[src/rtl/can_acf_pkg.sv]
package can_acf_pkg;
  localparam int unsigned ACF_ID_BYTES  = 4;
  localparam int unsigned ACF_STD_BYTES = 2;
  localparam int unsigned ACF_BYTE_W    = 8;
endpackage

[src/rtl/can_acf_regs.sv]
module can_acf_regs #(
  parameter int unsigned NUM_BYTES = 4,
  parameter int unsigned BYTE_W    = 8,
  parameter int unsigned ADDR_W    = $clog2(2 * NUM_BYTES)
) (
  input  logic                              clk,
  input  logic                              rst_n,
  input  logic                              we_i,
  input  logic [ADDR_W-1:0]                 addr_i,
  input  logic [BYTE_W-1:0]                 wdata_i,
  output logic [NUM_BYTES-1:0][BYTE_W-1:0]  acc_o,
  output logic [NUM_BYTES-1:0][BYTE_W-1:0]  msk_o
);
  logic [NUM_BYTES-1:0][BYTE_W-1:0] acc_q, acc_d;
  logic [NUM_BYTES-1:0][BYTE_W-1:0] msk_q, msk_d;

  always_comb begin
    acc_d = acc_q;
    msk_d = msk_q;
    for (int i = 0; i < int'(NUM_BYTES); i++) begin
      if (we_i && addr_i == ADDR_W'(i))
        acc_d[i] = wdata_i;
      if (we_i && addr_i == ADDR_W'(int'(NUM_BYTES) + i))
        msk_d[i] = wdata_i;
    end
  end

  always_ff @(posedge clk or negedge rst_n) begin
    if (!rst_n) begin
      acc_q <= '0;
      msk_q <= '0;
    end else if (we_i) begin
      acc_q <= acc_d;
      msk_q <= msk_d;
    end
  end

  assign acc_o = acc_q;
  assign msk_o = msk_q;

  // without a write the filter bank keeps its contents
  p_bank_hold_r8: assert property (@(posedge clk) disable iff (!rst_n)
    !$past(we_i) |-> ($stable(acc_q) && $stable(msk_q)));
endmodule

[src/rtl/can_acf_match.sv]
module can_acf_match #(
  parameter int unsigned NUM_BYTES = 4,
  parameter int unsigned STD_BYTES = 2,
  parameter int unsigned BYTE_W    = 8
) (
  input  logic [NUM_BYTES*BYTE_W-1:0]       id_i,
  input  logic                              ext_i,
  input  logic [NUM_BYTES-1:0][BYTE_W-1:0]  acc_i,
  input  logic [NUM_BYTES-1:0][BYTE_W-1:0]  msk_i,
  output logic                              hit_o
);
  logic [NUM_BYTES-1:0] byte_ok;
  logic [NUM_BYTES-1:0] byte_used;

  for (genvar b = 0; b < NUM_BYTES; b++) begin : g_byte
    logic [BYTE_W-1:0] bit_ok;
    assign bit_ok       = ~(id_i[b*BYTE_W +: BYTE_W] ^ acc_i[b]) | msk_i[b];
    assign byte_ok[b]   = &bit_ok;
    if (b < STD_BYTES) begin : g_always
      assign byte_used[b] = 1'b1;
    end else begin : g_ext_only
      assign byte_used[b] = ext_i;
    end
  end

  assign hit_o = &(byte_ok | ~byte_used);

  // a fully masked compared byte can never veto the frame
  always_comb begin
    for (int b = 0; b < int'(NUM_BYTES); b++)
      p_full_mask_r4: assert (!(&msk_i[b]) || byte_ok[b]);
  end
endmodule

[src/rtl/can_acf_notify.sv]
module can_acf_notify (
  input  logic clk,
  input  logic rst_n,
  input  logic done_i,
  input  logic hit_i,
  input  logic ack_i,
  output logic acc_o,
  output logic swap_o,
  output logic valid_o,
  output logic ovr_o
);
  logic acc_q, acc_d;
  logic valid_q, valid_d;
  logic ovr_q, ovr_d;
  logic take;

  always_comb begin
    take    = done_i && hit_i;
    acc_d   = take;
    valid_d = take || (valid_q && !ack_i);
    ovr_d   = take && valid_q && !ack_i;
  end

  always_ff @(posedge clk or negedge rst_n) begin
    if (!rst_n) begin
      acc_q   <= 1'b0;
      valid_q <= 1'b0;
      ovr_q   <= 1'b0;
    end else begin
      acc_q   <= acc_d;
      valid_q <= valid_d;
      ovr_q   <= ovr_d;
    end
  end

  assign acc_o   = acc_q;
  assign swap_o  = acc_q;
  assign valid_o = valid_q;
  assign ovr_o   = ovr_q;

  p_acc_needs_done_r5: assert property (@(posedge clk) disable iff (!rst_n)
    acc_q |-> $past(done_i));
  p_valid_with_acc_r6: assert property (@(posedge clk) disable iff (!rst_n)
    acc_q |-> valid_q);
  p_valid_hold_r6: assert property (@(posedge clk) disable iff (!rst_n)
    (valid_q && !ack_i) |=> valid_q);
  p_ovr_cause_r7: assert property (@(posedge clk) disable iff (!rst_n)
    ovr_q |-> (acc_q && $past(valid_q) && !$past(ack_i)));
endmodule

[src/rtl/can_id_filter.sv]
module can_id_filter
  import can_acf_pkg::*;
#(
  parameter int unsigned NUM_BYTES = ACF_ID_BYTES,
  parameter int unsigned STD_BYTES = ACF_STD_BYTES,
  parameter int unsigned BYTE_W    = ACF_BYTE_W,
  localparam int unsigned ADDR_W   = $clog2(2 * NUM_BYTES),
  localparam int unsigned ID_W     = NUM_BYTES * BYTE_W
) (
  input  logic              clk,
  input  logic              rst_n,
  input  logic              cfg_we,
  input  logic [ADDR_W-1:0] cfg_addr,
  input  logic [BYTE_W-1:0] cfg_wdata,
  input  logic [ID_W-1:0]   rx_id,
  input  logic              rx_ext,
  input  logic              rx_done,
  input  logic              host_ack,
  output logic              acc_pulse,
  output logic              buf_swap,
  output logic              host_valid,
  output logic              overrun
);
  logic [NUM_BYTES-1:0][BYTE_W-1:0] acc_bank;
  logic [NUM_BYTES-1:0][BYTE_W-1:0] msk_bank;
  logic                             id_hit;

  can_acf_regs #(.NUM_BYTES(NUM_BYTES), .BYTE_W(BYTE_W), .ADDR_W(ADDR_W)) u_regs (
    .clk(clk), .rst_n(rst_n), .we_i(cfg_we), .addr_i(cfg_addr),
    .wdata_i(cfg_wdata), .acc_o(acc_bank), .msk_o(msk_bank)
  );

  can_acf_match #(.NUM_BYTES(NUM_BYTES), .STD_BYTES(STD_BYTES), .BYTE_W(BYTE_W)) u_match (
    .id_i(rx_id), .ext_i(rx_ext), .acc_i(acc_bank), .msk_i(msk_bank), .hit_o(id_hit)
  );

  can_acf_notify u_notify (
    .clk(clk), .rst_n(rst_n), .done_i(rx_done), .hit_i(id_hit), .ack_i(host_ack),
    .acc_o(acc_pulse), .swap_o(buf_swap), .valid_o(host_valid), .ovr_o(overrun)
  );

  // no output pulse without a strobe in the previous cycle
  p_swap_needs_done_r5: assert property (@(posedge clk) disable iff (!rst_n)
    buf_swap |-> $past(rx_done));
endmodule

[config.mk]
export PLATFORM = sky130hd
export DESIGN_NAME = can_id_filter
export DESIGN_NICKNAME = d
export VERILOG_FILES = /design/src/rtl/can_acf_pkg.sv /design/src/rtl/can_acf_regs.sv /design/src/rtl/can_acf_match.sv /design/src/rtl/can_acf_notify.sv /design/src/rtl/can_id_filter.sv
export SDC_FILE = /design/constraint.sdc
export NUM_CORES = 1
export LEC_CHECK = 0
export ABC_AREA = 1
export BUFFER_PORTS_ARGS = -buffer_cell sky130_fd_sc_hd__buf_2
export CAP_MARGIN = 0
export CORE_UTILIZATION = 40
export DETAILED_ROUTE_END_ITERATION = 7
export PLACE_DENSITY = 0.63
export SLEW_MARGIN = 20
export SYNTH_ARGS = -nofsm -noshare
export SYNTH_HDL_FRONTEND = slang
export SYNTH_SLANG_ARGS = --single-unit
[constraint.sdc]
create_clock -name clk -period 1.6 [get_ports clk]
set_clock_uncertainty 0.15 [all_clocks]
set_input_delay 0.4 -clock clk [delete_from_list [all_inputs] [get_ports clk]]
set_output_delay 0.4 -clock clk [all_outputs]
set_load 0.01 [all_outputs]
**After elaboration in Yosys (flattened, before gate mapping)**

Index checks and enable logic that the tools add are counted.

- Output and inout port bits: 4
- Logic and storage cells: 60
- Memories: 0
- Bits of input ports: 49
- Register bits after elaboration: 67
- Latch bits: 0
- RAM bits: 0
- ROM bits: 0

- Shifts and indexed selects: 0
- Bitwise logic cells: 14
- Multiplexer cells: 0
- Add/subtract/negate cells: 0
- Reduce and logical (&&, ||, !) cells: 28
- Equal/unequal tests: 7
- Divide/modulo/power cells: 0
- Multiply operators: 0
- $lt $le $gt $ge: 0

Operators with widths:

| operator | count |
|---|---|
| NOT 8 bit | 4 |
| OR 8 bit | 4 |
| AND reduction 8 bit | 4 |
| bitwise XOR 8 bit | 4 |
| AND reduction 2 bit | 8 |
| equality test 3 bit, second input constant | 4 |
| logical AND 1 bit | 12 |
| equality test 3 x 2 -> 1 bit, second input constant | 2 |
| NOT 4 bit | 1 |
| OR 4 bit | 1 |
| AND reduction 4 bit | 1 |
| equality test 3 x 1 -> 1 bit, second input constant | 1 |
| zero test 3 bit | 1 |
| zero test 1 bit | 1 |
| logical OR 1 bit | 1 |

**Logic depth before layout (Yosys ltp)**

Gate-level depths: netlist (run 1).

- Depth in word-level cells: 9
- Gate-level depth with buffers: 11
- Depth with buffers taken out: 11

**Hierarchy**

From an unflattened synthesis (run 1), not the netlist that was laid out.

- Cells, all modules: 497
- Area, all modules: 3450.8 µm²

By module, submodules not included:

| module | cells each | area each (µm²) | times used |
|---|---|---|---|
| can_acf_regs | 295 | 2541.2 | 1 |
| can_acf_match | 192 | 799.5 | 1 |
| can_acf_notify | 10 | 110.1 | 1 |

**Worst setup path before layout (run 1)**

Ideal clock, no wire load.

- Path kind: input port to flip-flop
- From: in cfg_we
- To: reg u_regs.acc_q (netlist bit u_regs.acc_o[30])
- Setup time: 0.128 ns
- Required time: 1.322 ns
- Buffers on the path: 1
- Cell stages on the path: 6
- Slack: 0.297 ns
- Data arrival time: 1.025 ns
- Path through: inv_1 nor2_2 nand3_1 buf_2 nand2_1 o21ai_0

- Longest elaborated chain between the ends: 2

Ends and longest elaborated chain:

| what | RTL line | RTL |
|---|---|---|
| from (decl) | can_id_filter.sv:12 | `input logic cfg_we,` |
| logical AND 1 bit | can_acf_regs.sv:21 | `if (we_i && addr_i == ADDR_W'(i))` |
| AND reduction 2 bit (no line) * | n/a |  |
| to (signal assigned) | can_acf_regs.sv:30 | `acc_q <= '0;` |
| to (signal assigned) | can_acf_regs.sv:33 | `acc_q <= acc_d;` |
| to (decl) | can_acf_regs.sv:14 | `logic [NUM_BYTES-1:0][BYTE_W-1:0] acc_q, acc_d;` |

Every way passes the cells marked *; elsewhere a longest branch is shown, timed or not.
A chain may end at the register's enable or synchronous reset.

**Final worst setup path (run 1)**

- From: reg u_regs.acc_q (netlist bit u_regs.acc_o[11])
- To: reg u_notify.ovr_q, in the netlist u_notify.ovr_o

- Longest elaborated chain between the ends: 9

Ends and longest elaborated chain:

| what | RTL line | RTL |
|---|---|---|
| bitwise XOR 8 bit | can_acf_match.sv:17 | `assign bit_ok = ~(id_i[b*BYTE_W +: BYTE_W] ^ acc_i[b]) \| msk_i[b];` |
| NOT 8 bit | can_acf_match.sv:17 |  |
| OR 8 bit | can_acf_match.sv:17 |  |
| AND reduction 8 bit | can_acf_match.sv:18 | `assign byte_ok[b] = &bit_ok;` |
| OR 4 bit | can_acf_match.sv:26 | `assign hit_o = &(byte_ok \| ~byte_used);` |
| AND reduction 4 bit | can_acf_match.sv:26 |  |
| logical AND 1 bit | can_acf_notify.sv:18 | `take = done_i && hit_i;` |
| logical AND 1 bit (2 in series) | can_acf_notify.sv:21 | `ovr_d = take && valid_q && !ack_i;` |
| net u_notify.ovr_d | can_acf_notify.sv:14 | `logic ovr_q, ovr_d;` |
| to (signal assigned) | can_acf_notify.sv:32 | `ovr_q <= ovr_d;` |
| to (decl) | can_acf_notify.sv:14 |  |

The timed path passes the listed nets, and every way through them passes these cells.

==> key figures, run 1 <==
Route
  • WL/cell: about 11 µm
  • DRT antenna net count: 0
  • Vias post-DR: between 2,000 and 3,000
  • Routed vias/inst: roughly 4.5
  • Initial drt markers: around 160
  • DRT Pass-1 Iters: 7
  • Detailed-route DRC error count: 2
  • Routed WL: approximately 6.7 mm

Worst setup path
  • Flop2flop setup slack: between 150 and 200 ps
  • WP data required: around 1700 ps
  • Critical Path Sink Type: flop
  • Critical path class: flop to flop
  • Worst Path Max Fanout: 3
  • Worst setup SP type: flop
  • Worst EP arrival: 1520 ps

GRT
  • Gr usage total: roughly 18%
  • First-pass GRT wire length: between 10 and 15 mm
  • GRT Max-Usage Layer: met2
  • Vias in the first global route: 2,450
  • GRT met2 Usage: between 20% and 30%
  • Antenna violations before repair: 0
  • Grt ovf: 0
  • Largest net degree at the start of global routing: between 60 and 70
  • Met1 usage: 23.6%
  • Met3 usage: under 10%

Final layout
  • Nets: between 500 and 600
  • FF/Latch Area: about 1700 µm²
  • Area of the multi-input gates: approximately 1200 µm²
  • # fillers: 795
  • Finished Cell Area: ~3800 µm²
  • Area Growth Syn to Fin: 21.4%
  • Layout cell share with drive strength beyond 1: about 16%
  • Diode count: 0

Synthesis
  • Synth top area share: a little over half
  • Main combinational cell family by area after synthesis: simple AND/OR/NAND/NOR gates
  • Cells after Synth: 410
  • Sequential area share after synthesis: a little over half
  • Post-synth EDFFs: 0
  • Post-Synth XOR/XNOR Area: 0.833%
  • Cell variety after synth: 16
  • Synth area leaders: dfrtp_1 (53%), nand2_1 (17%), o21ai_0 (11%)
  • Ys Warns: 0
  • Post-Syn Area per Cell: 7.69 µm²
  • #FFs+latches synth: 67
  • Cell taking the most area after synthesis: dfrtp_1
  • Most frequent cells after synthesis: nand2_1 (142), o21ai_0 (69), dfrtp_1 (67)
  • Adder-cell share of the synthesized area: 0%
  • Compound-cell area share of the yosys netlist: a little under an eighth
  • Mux share of post-synthesis cell area: 0%
  • Most frequent cell after synthesis: nand2_1
  • Net Count, Synth: between 400 and 500
  • Ys async rst share: 100%
  • Leading register cell type out of synthesis: dfrtp_1
  • Mapped cell area: 3150 µm²
  • Post-Synth Simple-Gate Area: roughly a quarter

Job
  • MaxCap Viol Count: 0

STA
  • Final Setup Violations: 0
  • Worst slew pin tran: roughly 430 ps
  • Slew headroom: 71.4%
  • Setup_tns: 0 ps
  • Hold Violations, Final: 0
  • Max-slew violation count: 0
  • Worst setup margin: ~200 ps
  • RSZ-0062 raised after global routing: false
  • Max Clk Rate: roughly 710 MHz
  • Crit share post-route: between 80% and 90%
  • Fin crit period: around 1400 ps

Die
  • I/O pin cnt: 53
  • Row cnt: 32
  • Core ar.: 7690 µm²
  • Die Y: 90.8 µm
  • Initial core utilization: 41.0%
  • Die Footprint: between 8000 and 9000 µm²
  • Die Wd: 90.8 µm

CTS
  • Cts bufs inserted: 9
  • CTS HTree Levels: 3
  • Setup bufs post-CTS: 0
  • Clock latency on the worst-skew pair: about 330 ps
  • CTS root buf: clkbuf_8
  • Buffer depth of the longest clock path: 2
  • # resized after CTS: 0
  • Clk sinks: 67
  • CTS tree: done
  • Clk pin slew, worst setup/hold paths: 80 ps

Power
  • Internal power: between 3000 and 4000 µW
  • IR drop worst, VDD: 0.000476 V
  • Combinational Power Share: 16.9%
  • Reg power frac: approximately 47%
  • Clk pwr share: 36.3%
  • Design Power: approximately 4700 µW
  • Power density cells: approximately 1200 nW/µm²
  • Switching power: about 1200 µW
  • Sw Ratio: a little over a quarter
  • Static Leak: between 0.002 and 0.0025 µW

Placement
  • DP Worst Slack: roughly 83 ps
  • Placed wire-length estimate: about 4.8 mm
  • GP Congestion: ~0.74
  • # port buffers: 52
  • DP Area: 3580 µm²

Outcome
  • Status: finished with violations
  • Failing checks: design-rule violations

Worst hold path
  • Min-delay worst type: input port to flop
[area by class of cell]
type | instances | area share [%]
sequential | 67 | 43.8
timing repair buffer | 61 | 9.93
tap | 102 | 3.33
multi-input combinational | 279 | 31.2
inverter | 55 | 5.39
clock inverter | 5 | 2.61
clock buffer | 11 | 3.69
[cell usage in the layout (no fill, tap or decap)]
cell type / netlist / layout
a21oi_1: 4 / 4
buf_12: 0 / 4
buf_2: 2 / 52
buf_4: 2 / 4
bufinv_16: 0 / 3
clkbuf_1: 1 / 1
clkbuf_8: 0 / 10
clkinv_2: 0 / 2
dfrtp_1: 67 / 67
dlygate4sd3_1: 0 / 1
inv_1: 55 / 55
nand2_1: 142 / 142
nand3_1: 9 / 9
nand3b_1: 3 / 3
nor2_1: 45 / 45
nor2_2: 1 / 1
nor3_4: 1 / 1
o21ai_0: 69 / 69
or2_0: 2 / 2
xnor2_1: 3 / 3
[critical path: stages (launching register included)]
cell	delay [ps]
dfrtp_1	390
or2_0	220
nand2_1	70
nand2_1	50
nor2_1	110
nand3_1	80
nor2_1	90
nand2_1	90
nor2_1	90
[state kept, by name, summed over array words and instances (netlist names)]
name / count
u_notify.acc_o: 1
u_regs.msk_o: 32
u_notify.valid_o: 1
u_regs.acc_o: 32
u_notify.ovr_o: 1
[metal layers]
metal / vias to the layer above / wire length [µm]
li1: 1391 / -
met1: 1197 / 3160
met2: 45 / 3230
met3: 0 / 264
met4: 0 / 0
met5: - / 0
[final timing paths]
check,start,end,cells after the start
setup reg to reg,u_regs.acc_o[11]$_DFFE_PN0P_,u_notify.ovr_o$_DFF_PN0_,8
min in group asynchronous,rst_n,u_notify.ovr_o$_DFF_PN0_,3
hold / removal,cfg_wdata[6],u_regs.msk_o[30]$_DFFE_PN0P_,3
hold reg to reg,u_regs.msk_o[2]$_DFFE_PN0P_,u_regs.msk_o[2]$_DFFE_PN0P_,2
setup / recovery,u_regs.acc_o[11]$_DFFE_PN0P_,u_notify.ovr_o$_DFF_PN0_,8
max in group asynchronous,rst_n,u_regs.acc_o[15]$_DFFE_PN0P_,3
[cell families (layout without fill, tap and decap cells)]
family / count (synthesis) / in the layout
buffers and inverters: 64 / 132
xor gates and xnor gates: 3 / 3
DFF: 67 / 67
AOI/OAI and AO/OA: 73 / 73
and+or+nand+nor: 203 / 203
[power groups by stage]
| stage | clock network, µW | logic (µW) | registers, µW |
|---|---|---|---|
| floorplan | 0 | 564 | 2170 |
| global placement | 0 | 775 | 2200 |
| detailed placement | 0 | 803 | 2210 |
| CTS | 1740 | 808 | 2180 |
| global route | 1820 | 939 | 2230 |
| finish | 1700 | 791 | 2180 |
[metrics by stage]
step	cells	hold slack [ps]	util, %
final	580	137	49.8
after global routing	580	137	49.8
after CTS	580	125	49.8
after detailed placement	563	301	46.5
after global placement	563	295	46.5
after floorplan	410	-45.6	-
[timing repair]
item,CTS,global route
setup endpoints to repair,0,0
hold buffers,1,0
endpoints found under the hold margin,67,0
(Power assumes the default switching activity.)
==> inputs of run 2 (changes only) <==
- CORE_UTILIZATION: 40 -> 56
- CTS_CLUSTER_DIAMETER: unset -> 50
- PLACE_DENSITY: 0.63 -> 0.82
==> run 2 against run 1 <==
  * Sequential share of layout area increased by 1.2 points
  * Highest routed layer is now met4
  * Non-clock buffer count unchanged
  * Total power decreased by 8.8%
  * Sequential power about the same
  * Global-route usage increased by 8.3 points
  * Critical path depth unchanged
  * Critical endpoint unchanged
  * The flow now finishes without violations
  * Largest cell class unchanged
  * Utilization increased by 21 points
  * First-iteration DRC count increased by 48%
==> key figures, run 2 (same netlist as run 1, synthesis figures left out) <==
Outcome
  • Status: finished clean

CTS
  • Clock latency on the worst-skew pair: 340 ps (about the same)
  • CTS tree: done
  • CTS HTree Levels: 3 (unchanged)
  • Clk sinks: 67 (unchanged)
  • Cts bufs inserted: 9 (unchanged)
  • Post-CTS Hold Buffers: 1 (unchanged)
  • Buffer depth of the longest clock path: 2 (unchanged)
  • # resized after CTS: 0 (unchanged)
  • Setup bufs post-CTS: 0 (unchanged)
  • Clk pin slew, worst setup/hold paths: 70 ps (about the same)
  • CTS root buf: clkbuf_8

Placement
  • Placed cells: 531 (-5.7%)
  • # port buffers: 52 (unchanged)
  • GP Congestion: 0.768 (+3.3%)
  • DP Worst Slack: 57.3 ps (-26.1 ps)
  • Placed wire-length estimate: 4.68 mm (-2.2%)

Power
  • Static Leak: 0.00204 µW (-1.4%)
  • IR drop worst, VDD: 0.000610 V (+28%)
  • Power density cells: 1140 nW/µm² (-6.3%)

Worst setup path
  • Worst Path Max Fanout: 3 (unchanged)
  • R2R depth: 8 (unchanged)
  • Worst Setup SP: u_regs.acc_o[11]$_DFFE_PN0P_
  • Crit path largest cell delay: 390 ps (about the same)
  • Bufs and invs on worst path: 0 (unchanged)
  • Critical Path Sink Type: flop
  • WP depth: 8 (unchanged)
  • Worst r2r src: u_regs.acc_o[11]$_DFFE_PN0P_
  • Worst setup SP type: flop
  • RR Endpoint: u_notify.ovr_o$_DFF_PN0_
  • Flop2flop setup slack: 140 ps (-60 ps)
  • CP max stage cell: dfrtp_1
  • WP data required: 1720 ps (about the same)
  • Critical-path cell list: or2_0, nand2_1, nand2_1, nor2_1, nand3_1, nor2_1, nand2_1, nor2_1
  • Critical path class: flop to flop
  • Worst EP arrival: 1580 ps (+60 ps)
  • Cell family with most CP delay: simple AND/OR/NAND/NOR gates

Route
  • Routed WL: 6.55 mm (-1.6%)
  • Routed vias/inst: 4.88 (+7.4%)
  • DRT Pass-1 Iters: 4 (-3)
  • Vias post-DR: 2,667 (+1.3%)
  • DRT antenna net count: 0 (unchanged)
  • Initial drt markers: 242 (+48%)
  • WL/cell: 12.0 µm (+4.4%)
  • Detailed-route DRC error count: 0 (-2)

Worst hold path
  • WHS Endpoint: u_regs.msk_o[31]$_DFFE_PN0P_
  • Worst hold path depth: 3 (unchanged)
  • Launch point of the worst hold path: cfg_wdata[7]
  • Min-delay worst type: input port to flop

STA
  • RSZ-0062 raised after global routing: false
  • Setup_tns: 0 ps (unchanged)
  • Worst slew pin tran: 385 ps (-43.2 ps)
  • Crit share post-route: 91.3% (+3.7 points)
  • Slew headroom: 74.3% (+2.9 points)
  • Worst hold margin: 132 ps (-5.04 ps)
  • Hold Violations, Final: 0 (unchanged)
  • Max-slew violation count: 0 (unchanged)
  • Final Setup Violations: 0 (unchanged)
  • Worst setup margin: 139 ps (-59.1 ps)
  • Max Clk Rate: 684 MHz (-4.0%)
  • Fin crit period: 1460 ps (+59.1 ps)

Final layout
  • Diode count: 0 (unchanged)
  • Nets: 522 (unchanged)
  • Final non-filler cell total: 547 (-5.7%)
  • Layout cell share with drive strength beyond 1: 15.9% (-0.18 points)
  • Post-layout util: 70.7% (+21 points)
  • Most common cell after layout, fill and taps aside: nand2_1
  • Most frequent cells in the layout: nand2_1 (142), o21ai_0 (69), dfrtp_1 (67)
  • Area Growth Syn to Fin: 18.2%
  • Area of the multi-input gates: 1200 µm² (unchanged)
  • # fillers: 426 (-46%)
  • FF/Latch Area: 1680 µm² (unchanged)

Die
  • Die Y: 77.0 µm (-15%)
  • Die Wd: 77.0 µm (-15%)
  • Die Footprint: 5930 µm² (-28%)
  • Core ar.: 5270 µm² (-31%)
  • I/O pin cnt: 53 (unchanged)
  • Initial core utilization: 59.8% (+19 points)
  • Row cnt: 26 (-19%)

GRT
  • Largest net degree at the start of global routing: 68 (unchanged)
  • Grt ovf: 0 (unchanged)
  • Vias in the first global route: 2,593 (+5.8%)
  • Antenna violations before repair: 0 (unchanged)
  • Gr usage total: 25.9% (+8.3 points)
  • First-pass GRT wire length: 11.6 mm (+1.4%)

Job
  • MaxCap Viol Count: 0 (unchanged)
## run 2: cell count changes in the layout (fill, tap and decap cells not counted), sizes merged
cell,delta
bufinv,-3
clkbuf,+2
## run 2: worst register-to-register path, cell delays in order (launching register included)
cell and delay [ps]:
dfrtp_1 390, or2_0 230, nand2_1 70, nand2_1 60, nor2_1 110, nand3_1 110
nor2_1 100, nand2_1 90, nor2_1 90
## run 2: how the worst max path moves through the flow
stage | to | slack [ps]
6_report | u_notify.ovr_o$_DFF_PN0_ | 140
5_1_grt | u_notify.ovr_o$_DFF_PN0_ | 20
4_1_cts | u_notify.ovr_o$_DFF_PN0_ | 150
3_5_place_dp | u_notify.ovr_o$_DFF_PN0_ | 60
3_3_place_gp | u_notify.ovr_o$_DFF_PN0_ | 90
2_1_floorplan | u_regs.acc_o[30]$_DFFE_PN0P_ | 300
## run 2: routing by layer
metal  part of all wire, %  global-route usage, %  up-vias
li1                      -                      -     1387
met1                    45                   33.4     1203
met2                    48                   42.8       68
met3                   5.1                   3.69        9
met4                   2.1                   13.2        0
met5                     0                      0        -
## run 2: per-stage QoR
step                      area [µm²]  total power (µW)
after detailed placement        3540              3010
after CTS                       3730              4290
after floorplan                 3150              2730
after global placement          3540              2960
after global routing            3730              4570
final                           3730              4260
## run 2: final cells by class
cell class,count,share of cell area [%]
timing repair buffer,61,10.2
clock inverter,2,0.269
clock buffer,13,4.53
inverter,55,5.54
multi-input combinational,279,32.1
tap,70,2.35
sequential,67,45.0
## run 2: power by group
part	internal (µW)	switching (µW)	total [µW]
logic	346	449	795
registers	2000	184	2180
clock network	677	601	1280
==> inputs of run 3 (changes only) <==
- CORE_UTILIZATION: 56 -> 50
- PLACE_DENSITY: 0.82 -> 0.75
==> run 3 against run 2 <==
  * Sequential power about the same
  * Worst setup slack better by 50 ps
  * Register-to-register slack better by 50 ps
  * Fmax up 3.5%
  * Cell count increased by 0.91%
  * Critical endpoint unchanged
  * Highest routed layer unchanged
==> key figures, run 3 (same netlist as run 1, synthesis figures left out) <==
Route
  • DRT Pass-1 Iters: 4 (unchanged)
  • Routed vias/inst: 4.87 (-0.13%)
  • Vias post-DR: 2,688 (+0.79%)
  • Routed WL: 6.68 mm (+2.0%)
  • WL/cell: 12.1 µm (+1.1%)
  • Detailed-route DRC error count: 0 (unchanged)
  • Initial drt markers: 224 (-7.4%)
  • DRT antenna net count: 0 (unchanged)

GRT
  • Largest net degree at the start of global routing: 68 (unchanged)
  • Gr usage total: 23.2% (-2.7 points)
  • Grt ovf: 0 (unchanged)
  • Vias in the first global route: 2,408 (-7.1%)
  • Antenna violations before repair: 0 (unchanged)
  • First-pass GRT wire length: 11.1 mm (-4.0%)

Outcome
  • Status: finished clean

Placement
  • # port buffers: 52 (unchanged)
  • Placed cells: 535 (+0.75%)
  • Placed wire-length estimate: 4.69 mm (+0.18%)
  • GP Congestion: 0.779 (+1.5%)

Worst setup path
  • Worst EP arrival: 1530 ps (-50 ps)
  • WP data required: 1720 ps (about the same)
  • Critical Path Sink Type: flop
  • Bufs and invs on worst path: 0 (unchanged)
  • Cell family with most CP delay: simple AND/OR/NAND/NOR gates
  • Critical path class: flop to flop
  • CP max stage cell: dfrtp_1
  • Worst Path Max Fanout: 3 (unchanged)
  • Worst setup SP type: flop
  • Crit path largest cell delay: 390 ps (about the same)
  • Critical-path cell list: or2_0, nand2_1, nand2_1, nor2_1, nand3_1, nor2_1, nand2_1, nor2_1

STA
  • Max-slew violation count: 0 (unchanged)
  • Worst slew pin tran: 463 ps (+77.9 ps)
  • Max Clk Rate: 708 MHz (+3.5%)
  • RSZ-0062 raised after global routing: false
  • Worst hold margin: 134 ps (+2.10 ps)
  • Final Setup Violations: 0 (unchanged)
  • Setup_tns: 0 ps (unchanged)
  • Slew headroom: 69.1% (-5.2 points)
  • Fin crit period: 1410 ps (-49.5 ps)
  • Hold Violations, Final: 0 (unchanged)
  • Crit share post-route: 88.2% (-3.1 points)

Die
  • Core ar.: 5990 µm² (+14%)
  • Die Y: 81.4 µm (+5.7%)
  • Initial core utilization: 52.6% (-7.2 points)
  • Row cnt: 28 (+7.7%)
  • Die Wd: 81.4 µm (+5.7%)
  • I/O pin cnt: 53 (unchanged)
  • Die Footprint: 6630 µm² (+12%)

Power
  • IR drop worst, VDD: 0.000691 V (+13%)
  • Power density cells: 1220 nW/µm² (+6.7%)
  • Static Leak: 0.00204 µW (about the same)

Worst hold path
  • Min-delay worst type: input port to flop

CTS
  • CTS tree: done
  • CTS root buf: clkbuf_8
  • CTS HTree Levels: 3 (unchanged)
  • Clock latency on the worst-skew pair: 340 ps (about the same)
  • Buffer depth of the longest clock path: 2 (unchanged)
  • Clk sinks: 67 (unchanged)
  • Clk pin slew, worst setup/hold paths: 70 ps (about the same)
  • Cts bufs inserted: 9 (unchanged)

Final layout
  • Nets: 521 (-0.19%)
  • Diode count: 0 (unchanged)
  • Area Growth Syn to Fin: 18.9%
  • Final non-filler cell total: 552 (+0.91%)
  • Most common cell after layout, fill and taps aside: nand2_1
  • Most frequent cells in the layout: nand2_1 (142), o21ai_0 (69), dfrtp_1 (67)
  • Layout cell share with drive strength beyond 1: 15.9% (unchanged)

Job
  • MaxCap Viol Count: 0 (unchanged)
run 3: changes by cell type in the layout (fill, tap and decap cells not counted), sizes merged:
cell      previous run  this run
bufinv               0         2
buf                 60        59
clkbuf              13        12
clkinv               2         1
clkinvlp             0         1
run 3: report_power, final:
part           leakage (µW)  internal [µW]  switching [µW]
logic               0.00108            342             453
registers          0.000844           2000             186
clock network      0.000113            961             627
total               0.00204           3300            1270
run 3: what timing repair did:
| action | 4_1_cts | 5_1_grt |
|---|---|---|
| endpoints found under the hold margin | 67 | 0 |
| resized for setup | 0 | 0 |
| setup buffers | 0 | 0 |
| hold buffers | 1 | 0 |
run 3: tightest hold or removal path, stage by stage:
cell	delay, ps
buf_2	90
nand2_1	40
o21ai_0	60
run 3: layout make-up:
cell class	instances	area (µm²)
timing repair buffer	60	348
clock buffer	12	155
multi-input combinational	279	1200
fill	556	2240
sequential	67	1680
inverter	55	206
tap	75	93.8
clock inverter	4	72.6
run 3: path summary, 6_finish.rpt:
kind,startpoint,end,slack [ps],cells past startpoint
worst max register to register,u_regs.acc_o[11]$_DFFE_PN0P_,u_notify.ovr_o$_DFF_PN0_,190,8
worst max-delay path,u_regs.acc_o[11]$_DFFE_PN0P_,u_notify.ovr_o$_DFF_PN0_,190,8
min in group asynchronous,rst_n,u_regs.acc_o[30]$_DFFE_PN0P_,460,3
worst min register to register,u_regs.msk_o[15]$_DFFE_PN0P_,u_regs.msk_o[15]$_DFFE_PN0P_,330,2
max in group asynchronous,rst_n,u_regs.msk_o[11]$_DFFE_PN0P_,550,3
worst min-delay path,cfg_wdata[5],u_regs.msk_o[29]$_DFFE_PN0P_,130,3
run 3: metal layers:
layer	part of all wire, %	vias to the layer above	track usage (%)
met5	0	-	0
met4	1.4	0	10.2
li1	-	1387	-
met2	47	65	36.1
met3	4.5	10	4.44
met1	47	1226	31.6
run 3: per-stage QoR:
stage | util (%) | worst slack, ps | area, µm² | total power (µW)
floorplan | - | 297 | 3150 | 2730
global placement | 58.6 | 40.3 | 3510 | 2960
detailed placement | 58.6 | 40.2 | 3510 | 3010
CTS | 62.6 | 163 | 3750 | 4600
global route | 62.6 | 44.2 | 3750 | 4840
finish | 62.6 | 188 | 3750 | 4570
